==> src/rtl/bkpt_pkg.sv <==
package bkpt_pkg;

    localparam int ALIGN_W = 2;

    typedef enum logic [ALIGN_W-1:0] {
        AL_END     = 2'b00,
        AL_BEGIN   = 2'b01,
        AL_MID     = 2'b10,
        AL_END_ALT = 2'b11
    } align_e;

    typedef enum logic [2:0] {
        RT_NONE,
        RT_SWI,
        RT_TAGSWI,
        RT_MON,
        RT_MON_BUSY
    } route_e;

    typedef enum logic [1:0] {
        EV_NONE,
        EV_TAG,
        EV_OTHER,
        EV_COP
    } ev_e;

    typedef struct packed {
        logic en;
        logic sel;
        logic mon_en;
        logic act;
    } cfg_t;

    typedef struct packed {
        ev_e  ev;
        logic stop;
        logic srst;
    } trig_t;

    function automatic logic align_is_end(logic [ALIGN_W-1:0] a);
        return !((a == AL_BEGIN) || (a == AL_MID));
    endfunction

    function automatic route_e decode_route(cfg_t c);
        route_e r;
        r = RT_NONE;
        if (c.en) begin
            unique case ({c.sel, c.mon_en})
                2'b00: r = RT_SWI;
                2'b01: r = RT_NONE;
                2'b10: r = c.act ? RT_NONE : RT_TAGSWI;
                2'b11: r = c.act ? RT_MON_BUSY : RT_MON;
                default: r = RT_NONE;
            endcase
        end
        return r;
    endfunction

    function automatic logic cfg_is_bad(cfg_t c);
        return c.en && ((c.sel && !c.mon_en && c.act) || (!c.sel && c.mon_en));
    endfunction

endpackage

==> src/rtl/bkpt_cfg_decode.sv <==
module bkpt_cfg_decode
    import bkpt_pkg::*;
(
    input  cfg_t   cfg,
    output route_e route,
    output logic   cop_to_mon,
    output logic   bad
);

    always_comb begin
        route      = decode_route(cfg);
        cop_to_mon = cfg.sel && cfg.mon_en;
        bad        = cfg_is_bad(cfg);
    end

endmodule

==> src/rtl/bkpt_trig_ctl.sv <==
module bkpt_trig_ctl
    import bkpt_pkg::*;
#(
    parameter int N_CMP = 4
) (
    input  logic               clk,
    input  logic               rst,
    input  logic               cop_bkpt,
    input  logic [N_CMP-1:0]   cmp_hit,
    input  logic [N_CMP-1:0]   cmp_brk,
    input  logic [N_CMP-1:0]   cmp_tag,
    input  logic               ext_tag,
    input  logic               force_trig,
    input  logic [ALIGN_W-1:0] trig_align,
    input  logic               trace_done,
    output trig_t              tr
);

    logic [N_CMP-1:0] brk_vec;
    logic             armed_q, armed_d;
    logic             tag_any, hit_any, brk_any, coll, end_al;

    for (genvar g = 0; g < N_CMP; g++) begin : g_brk
        assign brk_vec[g] = cmp_hit[g] & cmp_brk[g];
    end

    assign tag_any = |cmp_tag;
    assign hit_any = |cmp_hit;
    assign brk_any = |brk_vec;
    assign coll    = ext_tag & tag_any;
    assign end_al  = align_is_end(trig_align);

    always_comb begin
        tr      = '{ev: EV_NONE, stop: 1'b0, srst: coll};
        armed_d = armed_q;
        if (cop_bkpt) begin
            tr.ev   = EV_COP;
            tr.stop = 1'b1;
            armed_d = 1'b0;
        end else if (coll) begin
            armed_d = 1'b0;
        end else if (ext_tag) begin
            tr.ev   = EV_TAG;
            tr.stop = 1'b1;
            armed_d = 1'b0;
        end else if (tag_any) begin
            if (end_al) begin
                tr.ev   = EV_TAG;
                tr.stop = 1'b1;
                armed_d = 1'b0;
            end else if (!armed_q) begin
                armed_d = 1'b1;
            end
        end else if (armed_q) begin
            if (trace_done) begin
                tr.ev   = EV_OTHER;
                armed_d = 1'b0;
            end else if (brk_any) begin
                tr.ev   = EV_OTHER;
                tr.stop = 1'b1;
                armed_d = 1'b0;
            end
        end else if (force_trig || hit_any) begin
            if (end_al) begin
                tr.ev   = EV_OTHER;
                tr.stop = 1'b1;
            end else begin
                armed_d = 1'b1;
            end
        end
    end

    always_ff @(posedge clk) begin
        if (rst) armed_q <= 1'b0;
        else     armed_q <= armed_d;
    end

endmodule

==> src/rtl/bkpt_issue.sv <==
module bkpt_issue
    import bkpt_pkg::*;
(
    input  logic   clk,
    input  logic   rst,
    input  trig_t  tr,
    input  route_e route,
    input  logic   cop_to_mon,
    input  logic   mon_act,
    input  logic   bad_in,
    input  logic   user_swi,
    output logic   mon_req,
    output logic   swi_req,
    output logic   trace_stop,
    output logic   seq_rst,
    output logic   cfg_bad
);

    logic pend_q, pend_d, pend_set;
    logic mon_new, swi_new, mon_d, swi_d, release_ok;

    always_comb begin
        mon_new  = 1'b0;
        swi_new  = 1'b0;
        pend_set = 1'b0;
        if (tr.ev == EV_COP) begin
            if (cop_to_mon) begin
                if (mon_act) pend_set = 1'b1;
                else         mon_new  = 1'b1;
            end else begin
                swi_new = 1'b1;
            end
        end else if (tr.ev != EV_NONE) begin
            unique case (route)
                RT_SWI:      swi_new  = 1'b1;
                RT_TAGSWI:   swi_new  = (tr.ev == EV_TAG);
                RT_MON:      mon_new  = 1'b1;
                RT_MON_BUSY: pend_set = 1'b1;
                default:     ;
            endcase
        end
        release_ok = pend_q && cop_to_mon && !mon_act;
        mon_d      = mon_new || release_ok;
        swi_d      = (swi_new || user_swi) && !mon_d;
        pend_d     = cop_to_mon && (pend_set || (pend_q && mon_act));
    end

    always_ff @(posedge clk) begin
        if (rst) begin
            pend_q     <= 1'b0;
            mon_req    <= 1'b0;
            swi_req    <= 1'b0;
            trace_stop <= 1'b0;
            seq_rst    <= 1'b0;
            cfg_bad    <= 1'b0;
        end else begin
            pend_q     <= pend_d;
            mon_req    <= mon_d;
            swi_req    <= swi_d;
            trace_stop <= tr.stop;
            seq_rst    <= tr.srst;
            cfg_bad    <= bad_in;
        end
    end

endmodule

==> src/rtl/bkpt_router.sv <==
module bkpt_router
    import bkpt_pkg::*;
#(
    parameter int N_CMP = 4
) (
    input  logic               clk,
    input  logic               rst,
    input  logic               cop_bkpt,
    input  logic [N_CMP-1:0]   cmp_hit,
    input  logic [N_CMP-1:0]   cmp_brk,
    input  logic [N_CMP-1:0]   cmp_tag,
    input  logic               ext_tag,
    input  logic               force_trig,
    input  logic [ALIGN_W-1:0] trig_align,
    input  logic               trace_done,
    input  logic               user_swi,
    input  logic               cfg_en,
    input  logic               cfg_mon_sel,
    input  logic               cfg_mon_en,
    input  logic               cfg_mon_act,
    output logic               mon_req,
    output logic               swi_req,
    output logic               trace_stop,
    output logic               seq_rst,
    output logic               cfg_bad
);

    cfg_t   cfg;
    route_e route;
    logic   cop_to_mon, bad_c;
    trig_t  tr;

    assign cfg = '{en: cfg_en, sel: cfg_mon_sel, mon_en: cfg_mon_en, act: cfg_mon_act};

    bkpt_cfg_decode u_dec (
        .cfg        (cfg),
        .route      (route),
        .cop_to_mon (cop_to_mon),
        .bad        (bad_c)
    );

    bkpt_trig_ctl #(.N_CMP(N_CMP)) u_trig (
        .clk        (clk),
        .rst        (rst),
        .cop_bkpt   (cop_bkpt),
        .cmp_hit    (cmp_hit),
        .cmp_brk    (cmp_brk),
        .cmp_tag    (cmp_tag),
        .ext_tag    (ext_tag),
        .force_trig (force_trig),
        .trig_align (trig_align),
        .trace_done (trace_done),
        .tr         (tr)
    );

    bkpt_issue u_iss (
        .clk        (clk),
        .rst        (rst),
        .tr         (tr),
        .route      (route),
        .cop_to_mon (cop_to_mon),
        .mon_act    (cfg_mon_act),
        .bad_in     (bad_c),
        .user_swi   (user_swi),
        .mon_req    (mon_req),
        .swi_req    (swi_req),
        .trace_stop (trace_stop),
        .seq_rst    (seq_rst),
        .cfg_bad    (cfg_bad)
    );

endmodule

==> config.mk <==
export PLATFORM = sky130hd
export DESIGN_NAME = bkpt_router
export DESIGN_NICKNAME = d
export VERILOG_FILES = /design/src/rtl/bkpt_pkg.sv /design/src/rtl/bkpt_cfg_decode.sv /design/src/rtl/bkpt_trig_ctl.sv /design/src/rtl/bkpt_issue.sv /design/src/rtl/bkpt_router.sv
export SDC_FILE = /design/constraint.sdc
export NUM_CORES = 1
export LEC_CHECK = 0
export ABC_AREA = 1
export BUFFER_PORTS_ARGS = -buffer_cell sky130_fd_sc_hd__buf_2
export CORE_AREA = 2 2 39 41
export CTS_BUF_LIST = sky130_fd_sc_hd__clkbuf_16
export DETAILED_ROUTE_END_ITERATION = 16
export DIE_AREA = 0 0 41 43
export PLACE_DENSITY = 0.72
export REMOVE_ABC_BUFFERS = 1
export SYNTH_ARGS = -nofsm -noshare
export SYNTH_HDL_FRONTEND = slang
export SYNTH_SLANG_ARGS = --single-unit
==> constraint.sdc <==
create_clock -name clk -period 1.33 [get_ports clk]
set_input_delay 0.0665 -clock clk [delete_from_list [all_inputs] [get_ports clk]]
set_output_delay 0.0665 -clock clk [all_outputs]
set_load 0.03 [all_outputs]
# Yosys cells after proc, flatten, opt, wreduce, memory -nomap -nowiden
# Index checks and enable logic that the tools add are counted.
# word_totals
inputBits,25
word_cells,84
ff_bits,7
# classes
mux,35
n_eq_ne,11
reduce_logical,26
n_bitwise,5
# op_table
cell,count
two-way mux 3 bit,10
two-way mux 1 bit,20
OR reduction 4 bit,4
one-hot mux 3 bit (4 select lines),1
logical AND 1 bit,10
equality test 2 bit (second input constant),4
equality test 2 x 1 -> 1 bit (second input constant),3
equality test 3 x 2 -> 1 bit (second input constant),2
logical OR 1 bit,6
two-way mux 2 bit,3
AND 1 bit,5
zero test 1 bit,4
equality test 3 x 1 -> 1 bit (second input constant),1
equality test 3 bit (second input constant),1
zero test 2 bit,1
one-hot mux 1 bit (2 select lines),1
nonzero test 2 bit,1

# Longest topological paths before layout
# Gate-level depths: netlist of the first run.
# depth
depth_word,15
depth_mapped,12
ltp_nobuf,12

# Modules after synthesis
# From an unflattened synthesis of the first run, not the netlist that was laid out.
# unflattened
hier_cells,102
area_unflattened_um2,565.5
# modules_own_cells
mod,n_inst,area_each_um2,cells_per_inst
bkpt_issue,1,287.8,41
bkpt_trig_ctl,1,224.0,48
bkpt_cfg_decode,1,53.8,13

# Least setup slack after synthesis of the first run
# Ideal clock, no wire load.
# synth_path
kind,register to register
from,register u_trig.armed_q
to,register u_iss.swi_req
path_stages_with_launch,11
period_less_slack_ns,1.003
arrival_time_ns,0.939
t_required_ns,1.266
n_path_buf,0
slack_ns,0.327
path_cell_list,dfxtp_1 > clkinv_2 > nor2_1 > nand2_1 > nand3_1 > nand2_2 > nand2_1 > nand2_1 > nand2_1 > nand2_1 > nor2_1
# synth_via
elab_chain_len,11
# synth_lines
item,line,rtl
from (decl),bkpt_trig_ctl.sv:20,"logic armed_q, armed_d;"
from (signal assigned),bkpt_trig_ctl.sv:75,else armed_q <= armed_d;
two-way mux 3 bit (*),bkpt_trig_ctl.sv:54,end else if (armed_q) begin
two-way mux 3 bit (*),bkpt_trig_ctl.sv:46,end else if (tag_any) begin
two-way mux 3 bit (*),bkpt_trig_ctl.sv:42,end else if (ext_tag) begin
two-way mux 3 bit (*),bkpt_trig_ctl.sv:40,end else if (coll) begin
two-way mux 3 bit (*),bkpt_trig_ctl.sv:36,if (cop_bkpt) begin
equality test 2 x 1 -> 1 bit or nonzero test 2 bit (tied branches),"bkpt_issue.sv:36, bkpt_issue.sv:33",
one-hot mux 1 bit (2 select lines) or two-way mux 1 bit (tied branches),"bkpt_issue.sv:34, bkpt_issue.sv:33",
"two-way mux 1 bit, on equally long branches","bkpt_issue.sv:33, bkpt_issue.sv:26",
two-way mux 1 bit or logical OR 1 bit (tied branches),"bkpt_issue.sv:26, bkpt_issue.sv:43",
logical OR 1 bit or zero test 1 bit (tied branches),bkpt_issue.sv:44,swi_d = (swi_new || user_swi) && !mon_d;
logical AND 1 bit (*),bkpt_issue.sv:44,
to (signal assigned),bkpt_issue.sv:59,swi_req <= swi_d;
to (decl),bkpt_issue.sv:13,"output logic swi_req,"
# Every way passes the cells marked *; elsewhere a longest branch is shown, timed or not.
# A chain may end at the register's enable or synchronous reset.

# Final worst setup path of the first run
# Ends and elaborated chain as after synthesis.

==> results_tabular.tex, run 1 <==
\begin{tabular}{lr}
\hline
Metric & Value \\
\hline
\multicolumn{2}{l}{\textbf{Run status}} \\
\quad Run status & completed \\
\multicolumn{2}{l}{\textbf{Yosys}} \\
\quad Sequential share of the synthesized area & 27.3\% \\
\quad Cell types with the highest counts after synthesis & sky130\_fd\_sc\_hd\_\_nand2\_1 (23), sky130\_fd\_sc\_hd\_\_inv\_1 (12), sky130\_fd\_sc\_hd\_\_nand3\_1 (9) \\
\quad Most used flip-flop cell after synthesis & sky130\_fd\_sc\_hd\_\_dfxtp\_1 \\
\quad Most frequently used cell type in the post-synthesis netlist & sky130\_fd\_sc\_hd\_\_nand2\_1 \\
\quad Number of different library cells in the post-synthesis netlist & 17 \\
\quad Number of enable-type register cells in the synthesized netlist & 0 \\
\quad Share of synthesized cell area in full adder, half adder and majority cells & 0\% \\
\quad Post-synthesis instance area & slightly above 500 um\^{}2 \\
\quad Multiplexer share of the synthesized area & 0\% \\
\quad Post-synthesis instance total & 85 \\
\quad Share of the synthesized area in compound gates (AO/OA/AOI/OAI) & 8.03\% \\
\quad Average footprint of a synthesized cell & 6.05 um\^{}2 \\
\quad Synth area leader & sky130\_fd\_sc\_hd\_\_dfxtp\_1 \\
\quad FFs w/ async S/R, synth & 0\% \\
\quad Simple-Gate Fraction of Synth Area & 52.3\% \\
\quad Yosys warns & 0 \\
\quad Dominant combinational cell family by area after synthesis & simple AND/OR/NAND/NOR gates \\
\quad Flop and latch count out of synthesis & 7 \\
\quad Synth top area cells & sky130\_fd\_sc\_hd\_\_dfxtp\_1 (27\%), sky130\_fd\_sc\_hd\_\_nand2\_1 (17\%), sky130\_fd\_sc\_hd\_\_nand3\_1 (8.8\%), sky130\_fd\_sc\_hd\_\_inv\_1 (8.8\%), sky130\_fd\_sc\_hd\_\_nand2\_2 (7.3\%) \\
\quad Area share of the largest cell type after synthesis & 27.3\% \\
\quad Xor/xnor cell area share of the yosys netlist & 0\% \\
\multicolumn{2}{l}{\textbf{Timing}} \\
\quad Unrepaired setup endpoints after global routing & no \\
\quad Count of final setup violators & 0 \\
\quad Minimum period implied by the final worst setup slack & between 1000 and 1500 ps \\
\quad Final Skew & 2.16 ps \\
\quad Hold Fails Final Rpt & 0 \\
\quad Relative slew margins & 86.7\% \\
\quad Final clock period utilization by the worst path & 87.5\% \\
\quad Achievable frequency & 859 MHz \\
\quad Number of slew-limit violations in the final report & 0 \\
\quad WHS & 52.9 ps \\
\quad Min setup slack post-route & 166 ps \\
\quad Setup total negative slack & 0 ps \\
\quad Transition at the pin with the smallest max-transition slack & 197 ps \\
\multicolumn{2}{l}{\textbf{Clock network}} \\
\quad Number of buffers between clock root and the deepest sink & 2 \\
\quad \# clock sinks & 7 \\
\quad Clock latency at the later pin of the worst-skew pair & 230 ps \\
\quad Post-cts sizing count & 0 \\
\quad Clock tree root driver cell & sky130\_fd\_sc\_hd\_\_clkbuf\_16 \\
\quad Number of buffers added to fix hold violations after cts & 0 \\
\quad TritonCTS clock tree & done \\
\quad Clock transition at the registers of the reported paths & 40 ps \\
\quad Number of CTS-inserted buffers & 3 \\
\quad Post-CTS setup buffers & 0 \\
\quad CTS HTree Levels & 1 \\
\multicolumn{2}{l}{\textbf{Global routing}} \\
\quad Number of global-route vias before repair & 576 \\
\quad Global router's overall resource usage & about 17\% \\
\quad Global-route wire length before repair & 2060 um \\
\quad Initial antenna violation count & 0 \\
\quad Sum of overflow across all layers after global routing & 0 \\
\quad Maximum number of pins on one net before global-route repair & 6 \\
\multicolumn{2}{l}{\textbf{Placed design}} \\
\quad Count of input and output buffers & 29 \\
\quad Final GP Congestion & 0.822 \\
\quad Half-perimeter wire length after detailed placement & 989 um \\
\quad Worst slack, placed & 187 ps \\
\multicolumn{2}{l}{\textbf{Hold path}} \\
\quad Type of the worst min-delay path & in2reg \\
\quad Worst hold path depth & 2 \\
\multicolumn{2}{l}{\textbf{Worst setup path}} \\
\quad Crit path required time & 1490 ps \\
\quad Worst Path Arrival & 1330 ps \\
\quad Crit Path Max Fanout & 3 \\
\quad Crit path kind & reg2reg \\
\quad Endpoint of the lowest-slack register-to-register path & u\_iss.swi\_req \\
\quad Reg-to-Reg Start & u\_trig.armed\_q \\
\quad Internal reg-to-reg setup slack & between 150 and 200 ps \\
\quad Worst setup path start & u\_trig.armed\_q \\
\quad R2R depth & 10 \\
\quad Startpoint type of the worst setup path & flip-flop \\
\quad Worst Setup EP & u\_iss.swi\_req \\
\quad Crit. End Element & flip-flop \\
\multicolumn{2}{l}{\textbf{Floorplanning}} \\
\quad Count of pins on the block boundary & 30 \\
\quad Core Rows & 14 \\
\quad Die Height & approximately 43 um \\
\quad Total die area & 0.00176 mm\^{}2 \\
\quad Starting Density & 37.2\% \\
\quad Area of the core & between 0.001 and 0.0015 mm\^{}2 \\
\quad Width of the die & 41 um \\
\multicolumn{2}{l}{\textbf{Power}} \\
\quad Leakage & 0.000439 uW \\
\quad Peak VDD IR & 375 uV \\
\quad Power density cells & 1170 mW/mm\^{}2 \\
\multicolumn{2}{l}{\textbf{Cells and area}} \\
\quad Final antenna diode count & 0 \\
\quad Layout cells sized above 1 & 40.7\% \\
\quad Synthesis-to-finish area growth & 47.4\% \\
\quad Number of nets in the finished design & 144 \\
\quad Util after Layout & 54.8\% \\
\multicolumn{2}{l}{\textbf{Routing}} \\
\quad Total wire length & 1220 um \\
\quad Routed via count divided by cell count & 4.61 \\
\quad DRC violations left & 0 \\
\quad Via count & roughly 600 \\
\quad First DRT Iteration DRCs & 13 \\
\quad Number of detailed-routing iterations run before antenna repair & 6 \\
\quad Remaining number of nets flagged by the antenna check after routing & 0 \\
\quad Post-detailed-route wirelength per cell & approximately 9 um \\
\multicolumn{2}{l}{\textbf{Run}} \\
\quad Max cap viols & 0 \\
\hline
\end{tabular}
-- layout make-up --
| type | instances | area [um^2] |
|---|---|---|
| Clock inverter | 1 | 3.75 |
| Inverter | 16 | 63.8 |
| Tap cell | 16 | 20.0 |
| Clock buffer | 3 | 75.1 |
| Timing Repair Buffer | 29 | 145 |
| Multi-Input combinational cell | 62 | 310 |
| Fill cell | 146 | 626 |
| Sequential cell | 7 | 140 |
-- critical path: stages (launching register included) --
cell	delay [ps]
sky130_fd_sc_hd__dfxtp_1	340
sky130_fd_sc_hd__clkinv_2	80
sky130_fd_sc_hd__nor2_1	110
sky130_fd_sc_hd__nand2_1	80
sky130_fd_sc_hd__nand3_1	100
sky130_fd_sc_hd__nand2_2	60
sky130_fd_sc_hd__nand2_1	60
sky130_fd_sc_hd__nand2_1	40
sky130_fd_sc_hd__nand2_1	70
sky130_fd_sc_hd__nand2_1	50
sky130_fd_sc_hd__nor2_1	100
-- report_power, final --
part | internal, uW | switching [uW] | total (uW)
Sequential | 222 | 2.86 | 225
Combinational | 63.1 | 96.6 | 160
Clock | 391 | 110 | 501
-- cells by family (layout without fill, tap and decap cells) --
group	count (synthesis)	count (layout)
flops	7	7
buf+inv	16	49
compound gates	8	8
simple gates	54	54
-- routing by layer --
| layer | track usage, % | up-vias | wire (um) |
|---|---|---|---|
| met1 | 19.6 | 264 | 530 |
| li1 | - | 332 | - |
| met3 | 1.57 | 2 | 42 |
| met5 | 0 | - | 0 |
| met4 | 11.3 | 0 | 22 |
| met2 | 26.9 | 20 | 620 |
-- placed cells by master, fill, tap and decap left out --
master and n:
sky130_fd_sc_hd__nand2_1 23, sky130_fd_sc_hd__nand2_2 6, sky130_fd_sc_hd__inv_2 2, sky130_fd_sc_hd__clkbuf_16 3
sky130_fd_sc_hd__clkinv_2 1, sky130_fd_sc_hd__a31oi_1 1, sky130_fd_sc_hd__dfxtp_1 7, sky130_fd_sc_hd__nand4_1 2
sky130_fd_sc_hd__buf_2 29, sky130_fd_sc_hd__a21oi_1 5, sky130_fd_sc_hd__inv_1 13, sky130_fd_sc_hd__inv_4 1
sky130_fd_sc_hd__nor2_1 6, sky130_fd_sc_hd__nor2_4 2, sky130_fd_sc_hd__nor3_1 2, sky130_fd_sc_hd__nand3_2 2
sky130_fd_sc_hd__nor2_2 2, sky130_fd_sc_hd__o21ai_0 2, sky130_fd_sc_hd__nand3_1 9
-- sequential cells by signal (all words and copies together), names as in the netlist --
| name | count |
|---|---|
| u_iss.pend_q | 1 |
| u_iss.trace_stop | 1 |
| u_trig.armed_q | 1 |
| u_iss.swi_req | 1 |
| u_iss.mon_req | 1 |
| u_iss.seq_rst | 1 |
| u_iss.cfg_bad | 1 |
-- worst min-delay path by stage --
stage	startpoint	to	slack (ps)
after floorplan	rst	u_iss.mon_req	140
after global routing	rst	u_iss.mon_req	60
after detailed placement	rst	u_iss.trace_stop	280
after global placement	rst	u_iss.mon_req	280
after CTS	rst	u_iss.trace_stop	50
final	rst	u_iss.trace_stop	50
-- metrics by stage --
step	std cells	area, um^2	power, uW
floorplan	85	514	319
global placement	130	679	383
detailed placement	130	679	387
CTS	134	758	892
global route	134	758	922
finish	134	758	885
Power figures use the tool's default switching activity.
==> run 2: changes to the inputs <==
CTS_BUF_LIST = sky130_fd_sc_hd__clkbuf_4   (was sky130_fd_sc_hd__clkbuf_16)
==> run 2 against run 1 <==
Cell count unchanged. Combinational power hardly changed. Clock power is 58% lower. Non-clock buffer count unchanged. Sequential cell count stayed put. Routed wire length decreased by 5.3%. First-iteration DRC count increased by 15%. Critical path type unchanged. Sequential power hardly changed. Hold slack lost 31 ps. Fmax is 1.2% higher. Power is 33% lower. Largest power group is now registers.
==> results_tabular.tex, run 2 (same netlist as run 1, synthesis figures left out) <==
\begin{tabular}{lr}
\hline
Metric & Value \\
\hline
\multicolumn{2}{l}{\textbf{Run status}} \\
\quad Run status & completed \\
\multicolumn{2}{l}{\textbf{Power}} \\
\quad Pint & 418 uW (-38\%) \\
\quad Power density cells & 835 mW/mm\^{}2 (-28\%) \\
\quad Net Switching & 174 uW (-17\%) \\
\quad Leakage & 0.000415 uW (-5.4\%) \\
\quad Clk network pwr share & 35.6\% (-21 points) \\
\quad Fraction of power spent switching nets & 29.4\% (+5.7 points) \\
\quad Sequential share of power & 37.7\% (+12 points) \\
\quad Logic gate share of total power & 26.8\% (+8.7 points) \\
\quad Peak VDD IR & 255 uV (-32\%) \\
\multicolumn{2}{l}{\textbf{Cells and area}} \\
\quad Synthesis-to-finish area growth & 38.0\% \\
\quad Leading cell types in the layout, fill and taps excluded & sky130\_fd\_sc\_hd\_\_buf\_2 (29), sky130\_fd\_sc\_hd\_\_nand2\_1 (23), sky130\_fd\_sc\_hd\_\_inv\_1 (12) \\
\quad Finished Layout Cells & 134 (unchanged) \\
\quad Layout cells sized above 1 & 41.5\% (+0.85 points) \\
\quad Most frequent standard cell in the layout excluding fill and tap cells & sky130\_fd\_sc\_hd\_\_buf\_2 \\
\quad Final antenna diode count & 0 (unchanged) \\
\quad Number of nets in the finished design & 144 (unchanged) \\
\multicolumn{2}{l}{\textbf{Routing}} \\
\quad Via count & 609 (-1.5\%) \\
\quad Number of detailed-routing iterations run before antenna repair & 5 (-1) \\
\quad Post-detailed-route wirelength per cell & 8.59 um (-5.3\%) \\
\quad Routed via count divided by cell count & 4.54 (-1.5\%) \\
\quad First DRT Iteration DRCs & 15 (+2) \\
\quad DRC violations left & 0 (unchanged) \\
\quad Total wire length & 1150 um (-5.3\%) \\
\quad Remaining number of nets flagged by the antenna check after routing & 0 (unchanged) \\
\multicolumn{2}{l}{\textbf{Worst setup path}} \\
\quad Critical path's most frequent cell & sky130\_fd\_sc\_hd\_\_nand2\_1 \\
\quad Cell at the slowest stage of the critical path & sky130\_fd\_sc\_hd\_\_dfxtp\_1 \\
\quad Crit Path Max Fanout & 3 (unchanged) \\
\quad Crit. End Element & flip-flop \\
\quad Largest incremental delay on the critical path & 350 ps (about the same) \\
\quad Critical-path cell list & clkinv\_2 > nor2\_1 > nand2\_1 > nand3\_1 > nand2\_2 > nand2\_1 > nand2\_1 > nand2\_1 > nand2\_1 > nor2\_1 \\
\quad Crit path kind & reg2reg \\
\quad Startpoint type of the worst setup path & flip-flop \\
\quad Crit path required time & 1510 ps (+20 ps) \\
\quad Worst Path Arrival & 1330 ps (about the same) \\
\multicolumn{2}{l}{\textbf{Timing}} \\
\quad Hold Fails Final Rpt & 0 (unchanged) \\
\quad Count of final setup violators & 0 (unchanged) \\
\quad Final Skew & 4.29 ps (+2.12 ps) \\
\quad Minimum period implied by the final worst setup slack & 1150 ps (-13.3 ps) \\
\quad Setup total negative slack & 0 ps (unchanged) \\
\quad Relative slew margins & 86.5\% (-0.27 points) \\
\quad Final clock period utilization by the worst path & 86.5\% (-1.0 points) \\
\quad Unrepaired setup endpoints after global routing & no \\
\quad Number of slew-limit violations in the final report & 0 (unchanged) \\
\quad Transition at the pin with the smallest max-transition slack & 201 ps (+4.03 ps) \\
\quad Achievable frequency & 869 MHz (+1.2\%) \\
\multicolumn{2}{l}{\textbf{Clock network}} \\
\quad Clock latency at the later pin of the worst-skew pair & 250 ps (+20 ps) \\
\quad Clock tree root driver cell & sky130\_fd\_sc\_hd\_\_clkbuf\_4 \\
\quad \# clock sinks & 7 (unchanged) \\
\quad Number of CTS-inserted buffers & 3 (unchanged) \\
\quad Number of buffers between clock root and the deepest sink & 2 (unchanged) \\
\quad TritonCTS clock tree & done \\
\quad CTS HTree Levels & 1 (unchanged) \\
\quad Clock transition at the registers of the reported paths & 50 ps (about the same) \\
\quad Post-CTS setup buffers & 0 (unchanged) \\
\quad Post-cts sizing count & 0 (unchanged) \\
\quad Number of buffers added to fix hold violations after cts & 0 (unchanged) \\
\multicolumn{2}{l}{\textbf{Placed design}} \\
\quad Total placed cells including tap cells & 130 (unchanged) \\
\quad Count of input and output buffers & 29 (unchanged) \\
\quad Final GP Congestion & 0.822 (unchanged) \\
\quad Half-perimeter wire length after detailed placement & 989 um (unchanged) \\
\multicolumn{2}{l}{\textbf{Floorplanning}} \\
\quad Area of the core & 0.00138 mm\^{}2 (unchanged) \\
\quad Starting Density & 37.2\% (unchanged) \\
\quad Total die area & 0.00176 mm\^{}2 (unchanged) \\
\quad Count of pins on the block boundary & 30 (unchanged) \\
\quad Width of the die & 41 um (unchanged) \\
\quad Core Rows & 14 (unchanged) \\
\quad Die Height & 43 um (unchanged) \\
\multicolumn{2}{l}{\textbf{Run}} \\
\quad Max cap viols & 0 (unchanged) \\
\multicolumn{2}{l}{\textbf{Hold path}} \\
\quad Type of the worst min-delay path & in2reg \\
\multicolumn{2}{l}{\textbf{Global routing}} \\
\quad Global-route wire length before repair & 2000 um (-3.0\%) \\
\quad Maximum number of pins on one net before global-route repair & 6 (unchanged) \\
\quad Number of global-route vias before repair & 545 (-5.4\%) \\
\quad Sum of overflow across all layers after global routing & 0 (unchanged) \\
\quad Global router's overall resource usage & 16.4\% (-0.30 points) \\
\quad Initial antenna violation count & 0 (unchanged) \\
\hline
\end{tabular}
[run 2: worst paths after layout]
kind / cells after the start / slack (ps) / from / endpoint
worst max-delay path: 10 / 180 / u_trig.armed_q / u_iss.swi_req
worst min-delay path: 2 / 20 / rst / u_iss.trace_stop
worst max register to register: 10 / 180 / u_trig.armed_q / u_iss.swi_req
worst min register to register: 2 / 450 / u_iss.pend_q / u_iss.pend_q
[run 2: final cells by class]
type | instances | area [um^2]
Fill cell | 153 | 674
Multi-Input combinational cell | 62 | 310
Timing Repair Buffer | 29 | 145
Sequential cell | 7 | 140
Inverter | 16 | 63.8
Clock buffer | 4 | 30.0
Tap cell | 16 | 20.0
[run 2: critical path, delay by kind of cell (launching register included)]
kind                   cells  cell delay (ps)
buffers and inverters      1               80
flip-flops                 1              350
AND/OR/NAND/NOR            9              650
[run 2: through the flow]
stage	setup WS, ps	hold slack [ps]	utilization (%)	power, uW	instance area [um^2]
floorplan	327	136	-	319	514
global placement	284	277	49.1	383	679
detailed placement	187	281	49.1	387	679
CTS	162	13.4	51.3	599	709
global route	41.1	30.6	51.3	634	709
finish	180	22.1	51.3	593	709
[run 2: layer usage]
layer,GRT usage [%],wire (um),vias up,share of wire (%)
li1,-,-,333,-
met1,19.6,488,260,42
met2,25.0,622,16,54
met3,3.14,40,0,3.5
met4,11.3,0,0,0
met5,0,0,-,0
[run 2: power groups by stage]
| stage | combinational (uW) | clock (uW) | sequential [uW] |
|---|---|---|---|
| finish | 159 | 211 | 223 |
| global route | 180 | 230 | 224 |
| CTS | 159 | 217 | 223 |
| detailed placement | 159 | 0 | 228 |
| global placement | 156 | 0 | 227 |
| floorplan | 72.3 | 0 | 247 |
==> run 3: changes to the inputs <==
ABC_AREA = 0   (was 1)
PLACE_DENSITY = 0.67   (was 0.72)
==> run 3 against run 2 <==
Cell count fell by 20%. Non-clock buffer count rose by 7. Cell area rose by 1.1%. Setup slack got worse by 310 ps. Routed wire length rose by 8.4%. Combinational power rose by 5%. Count of clock-buffer cells in the layout did not move. The run now ends with setup timing left.
==> results_tabular.tex, run 3 <==
\begin{tabular}{lr}
\hline
Metric & Value \\
\hline
\multicolumn{2}{l}{\textbf{Run status}} \\
\quad Run status & finished with violations \\
\quad Violations in the final reports & setup timing \\
\multicolumn{2}{l}{\textbf{Clock network}} \\
\quad Post-CTS setup buffers & 0 (unchanged) \\
\quad Number of CTS-inserted buffers & 3 (unchanged) \\
\quad TritonCTS clock tree & done \\
\quad Clock transition at the registers of the reported paths & 50 ps (about the same) \\
\quad Number of buffers between clock root and the deepest sink & 2 (unchanged) \\
\quad \# clock sinks & 7 (unchanged) \\
\quad Clock latency at the later pin of the worst-skew pair & 250 ps (about the same) \\
\quad Clock tree root driver cell & sky130\_fd\_sc\_hd\_\_clkbuf\_4 \\
\quad CTS HTree Levels & 1 (unchanged) \\
\quad Number of buffers added to fix hold violations after cts & 0 (unchanged) \\
\multicolumn{2}{l}{\textbf{Floorplanning}} \\
\quad Total die area & 0.00176 mm\^{}2 (unchanged) \\
\quad Starting Density & 32.4\% (-4.8 points) \\
\quad Die Height & 43 um (unchanged) \\
\quad Area of the core & 0.00138 mm\^{}2 (unchanged) \\
\quad Core Rows & 14 (unchanged) \\
\quad Count of pins on the block boundary & 30 (unchanged) \\
\quad Width of the die & 41 um (unchanged) \\
\multicolumn{2}{l}{\textbf{Timing}} \\
\quad Relative slew margins & 68.2\% (-18 points) \\
\quad Min setup slack post-route & -125 ps (-305 ps) \\
\quad WHS & 46.3 ps (+24.3 ps) \\
\quad Hold Fails Final Rpt & 0 (unchanged) \\
\quad Number of slew-limit violations in the final report & 0 (unchanged) \\
\quad Final Skew & 1.24 ps (-3.05 ps) \\
\quad Count of final setup violators & 2 (+2) \\
\quad Unrepaired setup endpoints after global routing & yes \\
\quad Final clock period utilization by the worst path & 109\% (+23 points) \\
\quad Minimum period implied by the final worst setup slack & 1460 ps (+305 ps) \\
\quad Transition at the pin with the smallest max-transition slack & 466 ps (+264 ps) \\
\quad Achievable frequency & 687 MHz (-21\%) \\
\multicolumn{2}{l}{\textbf{Placed design}} \\
\quad Instance area after placement & 662 um\^{}2 (-2.6\%) \\
\quad Half-perimeter wire length after detailed placement & 1000 um (+1.3\%) \\
\quad Total placed cells including tap cells & 103 (-21\%) \\
\quad Count of input and output buffers & 29 (unchanged) \\
\quad Final GP Congestion & 0.749 (-8.9\%) \\
\multicolumn{2}{l}{\textbf{Cells and area}} \\
\quad Number of nets in the finished design & 117 (-19\%) \\
\quad Layout cells sized above 1 & 49.5\% (+7.9 points) \\
\quad Final antenna diode count & 0 (unchanged) \\
\quad Fillers & 147 (-3.9\%) \\
\quad Finished Layout Cells & 107 (-20\%) \\
\quad Synthesis-to-finish area growth & 60.1\% \\
\quad Total non-filler cell area in the finished layout & 717 um\^{}2 (+1.1\%) \\
\quad Leading cell types in the layout, fill and taps excluded & sky130\_fd\_sc\_hd\_\_buf\_2 (27), sky130\_fd\_sc\_hd\_\_buf\_4 (7), sky130\_fd\_sc\_hd\_\_dfxtp\_1 (7) \\
\quad Most frequent standard cell in the layout excluding fill and tap cells & sky130\_fd\_sc\_hd\_\_buf\_2 \\
\multicolumn{2}{l}{\textbf{Global routing}} \\
\quad Global router's overall resource usage & 15.9\% (-0.55 points) \\
\quad Sum of overflow across all layers after global routing & 0 (unchanged) \\
\quad Global-route wire length before repair & 1940 um (-3.1\%) \\
\quad Maximum number of pins on one net before global-route repair & 10 (+4) \\
\quad Initial antenna violation count & 0 (unchanged) \\
\quad Number of global-route vias before repair & 503 (-7.7\%) \\
\multicolumn{2}{l}{\textbf{Yosys}} \\
\quad Number of different library cells in the post-synthesis netlist & 31 (+14) \\
\quad Flop and latch count out of synthesis & 7 (unchanged) \\
\quad Synth area leader & sky130\_fd\_sc\_hd\_\_dfxtp\_1 \\
\quad Most frequently used cell type in the post-synthesis netlist & sky130\_fd\_sc\_hd\_\_dfxtp\_1 \\
\quad FFs w/ async S/R, synth & 0\% (unchanged) \\
\quad Yosys warns & 0 (unchanged) \\
\quad Most used flip-flop cell after synthesis & sky130\_fd\_sc\_hd\_\_dfxtp\_1 \\
\quad Post-synthesis instance area & 448 um\^{}2 (-13\%) \\
\quad Sequential share of the synthesized area & 31.3\% (+4.0 points) \\
\quad Post-synthesis instance total & 52 (-39\%) \\
\quad Synth top area cells & sky130\_fd\_sc\_hd\_\_dfxtp\_1 (31\%), sky130\_fd\_sc\_hd\_\_a21oi\_1 (5.6\%), sky130\_fd\_sc\_hd\_\_nor3\_1 (3.4\%), sky130\_fd\_sc\_hd\_\_o21ai\_0 (3.4\%), sky130\_fd\_sc\_hd\_\_a2111oi\_2 (3.4\%) \\
\quad Cell types with the highest counts after synthesis & sky130\_fd\_sc\_hd\_\_dfxtp\_1 (7), sky130\_fd\_sc\_hd\_\_a21oi\_1 (5), sky130\_fd\_sc\_hd\_\_nor2\_1 (3), sky130\_fd\_sc\_hd\_\_nor3\_1 (3), sky130\_fd\_sc\_hd\_\_o21ai\_0 (3) \\
\quad Average footprint of a synthesized cell & 8.61 um\^{}2 (+42\%) \\
\quad Number of enable-type register cells in the synthesized netlist & 0 (unchanged) \\
\quad Area share of the largest cell type after synthesis & 31.3\% (+4.0 points) \\
\multicolumn{2}{l}{\textbf{Hold path}} \\
\quad Type of the worst min-delay path & in2reg \\
\multicolumn{2}{l}{\textbf{Power}} \\
\quad Leakage & 0.000335 uW (-19\%) \\
\quad Final Power & 598 uW (+0.97\%) \\
\quad Power density cells & 835 mW/mm\^{}2 (about the same) \\
\quad Peak VDD IR & 675 uV (+160\%) \\
\multicolumn{2}{l}{\textbf{Worst setup path}} \\
\quad Crit path kind & in2reg \\
\quad Worst Path Arrival & 1590 ps (+260 ps) \\
\quad Crit Path Max Fanout & 3 (unchanged) \\
\quad Startpoint type of the worst setup path & input pin \\
\quad Top Family by Delay on Critical Path & compound AO/OA/AOI/OAI gates \\
\quad Crit path required time & 1460 ps (-50 ps) \\
\quad Cell at the slowest stage of the critical path & sky130\_fd\_sc\_hd\_\_or4\_4 \\
\quad Largest incremental delay on the critical path & 520 ps (+170 ps) \\
\quad Count of buffering cells on the critical path with inverters included & 1 (unchanged) \\
\quad Crit. End Element & flip-flop \\
\quad Critical-path cell list & buf\_6 > or4\_4 > o21ba\_1 > o2111a\_2 > a21o\_1 > a221o\_1 \\
\multicolumn{2}{l}{\textbf{Routing}} \\
\quad First DRT Iteration DRCs & 7 (-8) \\
\quad DRC violations left & 0 (unchanged) \\
\quad Via count & 550 (-9.7\%) \\
\quad Post-detailed-route wirelength per cell & 11.7 um (+36\%) \\
\quad Routed via count divided by cell count & 5.14 (+13\%) \\
\quad Total wire length & 1250 um (+8.4\%) \\
\quad Remaining number of nets flagged by the antenna check after routing & 0 (unchanged) \\
\quad Number of detailed-routing iterations run before antenna repair & 4 (-1) \\
\multicolumn{2}{l}{\textbf{Run}} \\
\quad Max cap viols & 0 (unchanged) \\
\hline
\end{tabular}
[run 3: repair_timing]
item                                    4_1_cts  5_1_grt
resized for setup                             3        0
pin swaps                                     7        1
endpoints found under the setup margin        3        3
[run 3: cell type report]
class	count	area, um^2	share of cell area [%]
Multi-Input combinational cell	43	313	43.6
Timing Repair Buffer	36	210	29.3
Sequential cell	7	140	19.5
Clock buffer	4	30.0	4.19
Tap cell	16	20.0	2.79
Inverter	1	3.75	0.524
[run 3: layer usage]
layer	global-route usage, %	wire (um)	part of all wire (%)	up-vias
met1	18.4	492	39	245
met5	0	0	0	-
met4	4.00	0	0	0
met3	6.28	106	8.5	0
met2	25.9	649	52	23
li1	-	-	-	282
[run 3: worst paths after layout]
kind                        end  slack, ps            from  cells after the start
setup / recovery  u_iss.swi_req       -130      force_trig                      6
setup reg to reg  u_iss.swi_req        -10  u_trig.armed_q                      5
hold reg to reg   u_iss.mon_req        640    u_iss.pend_q                      2
hold / removal    u_iss.mon_req         50     cfg_mon_act                      2
[run 3: power breakdown]
group	internal [uW]	switching, uW
sequential	221	2.93
combinational	83.4	83.7
clock	134	73.0
[run 3: cells by family (layout without fill, tap and decap cells)]
| family | Yosys count | after routing | synth area share, % |
|---|---|---|---|
| flip-flops | 7 | 7 | 31.3 |
| multiplexers | 1 | 1 | 2.23 |
| AND/OR/NAND/NOR | 23 | 23 | 32.7 |
| XOR/XNOR | 1 | 1 | 1.96 |
| buffers and inverters | 2 | 41 | 1.67 |
| AO/OA/AOI/OAI | 18 | 18 | 30.2 |
[run 3: per-stage QoR]
step	util, %	worst slack, ps	setup TNS [ps]
after floorplan	-	-260	-749
after global placement	47.8	-415	-1390
after detailed placement	47.8	-463	-1460
after CTS	51.8	-130	-142
after global routing	51.8	-159	-249
final	51.8	-125	-126
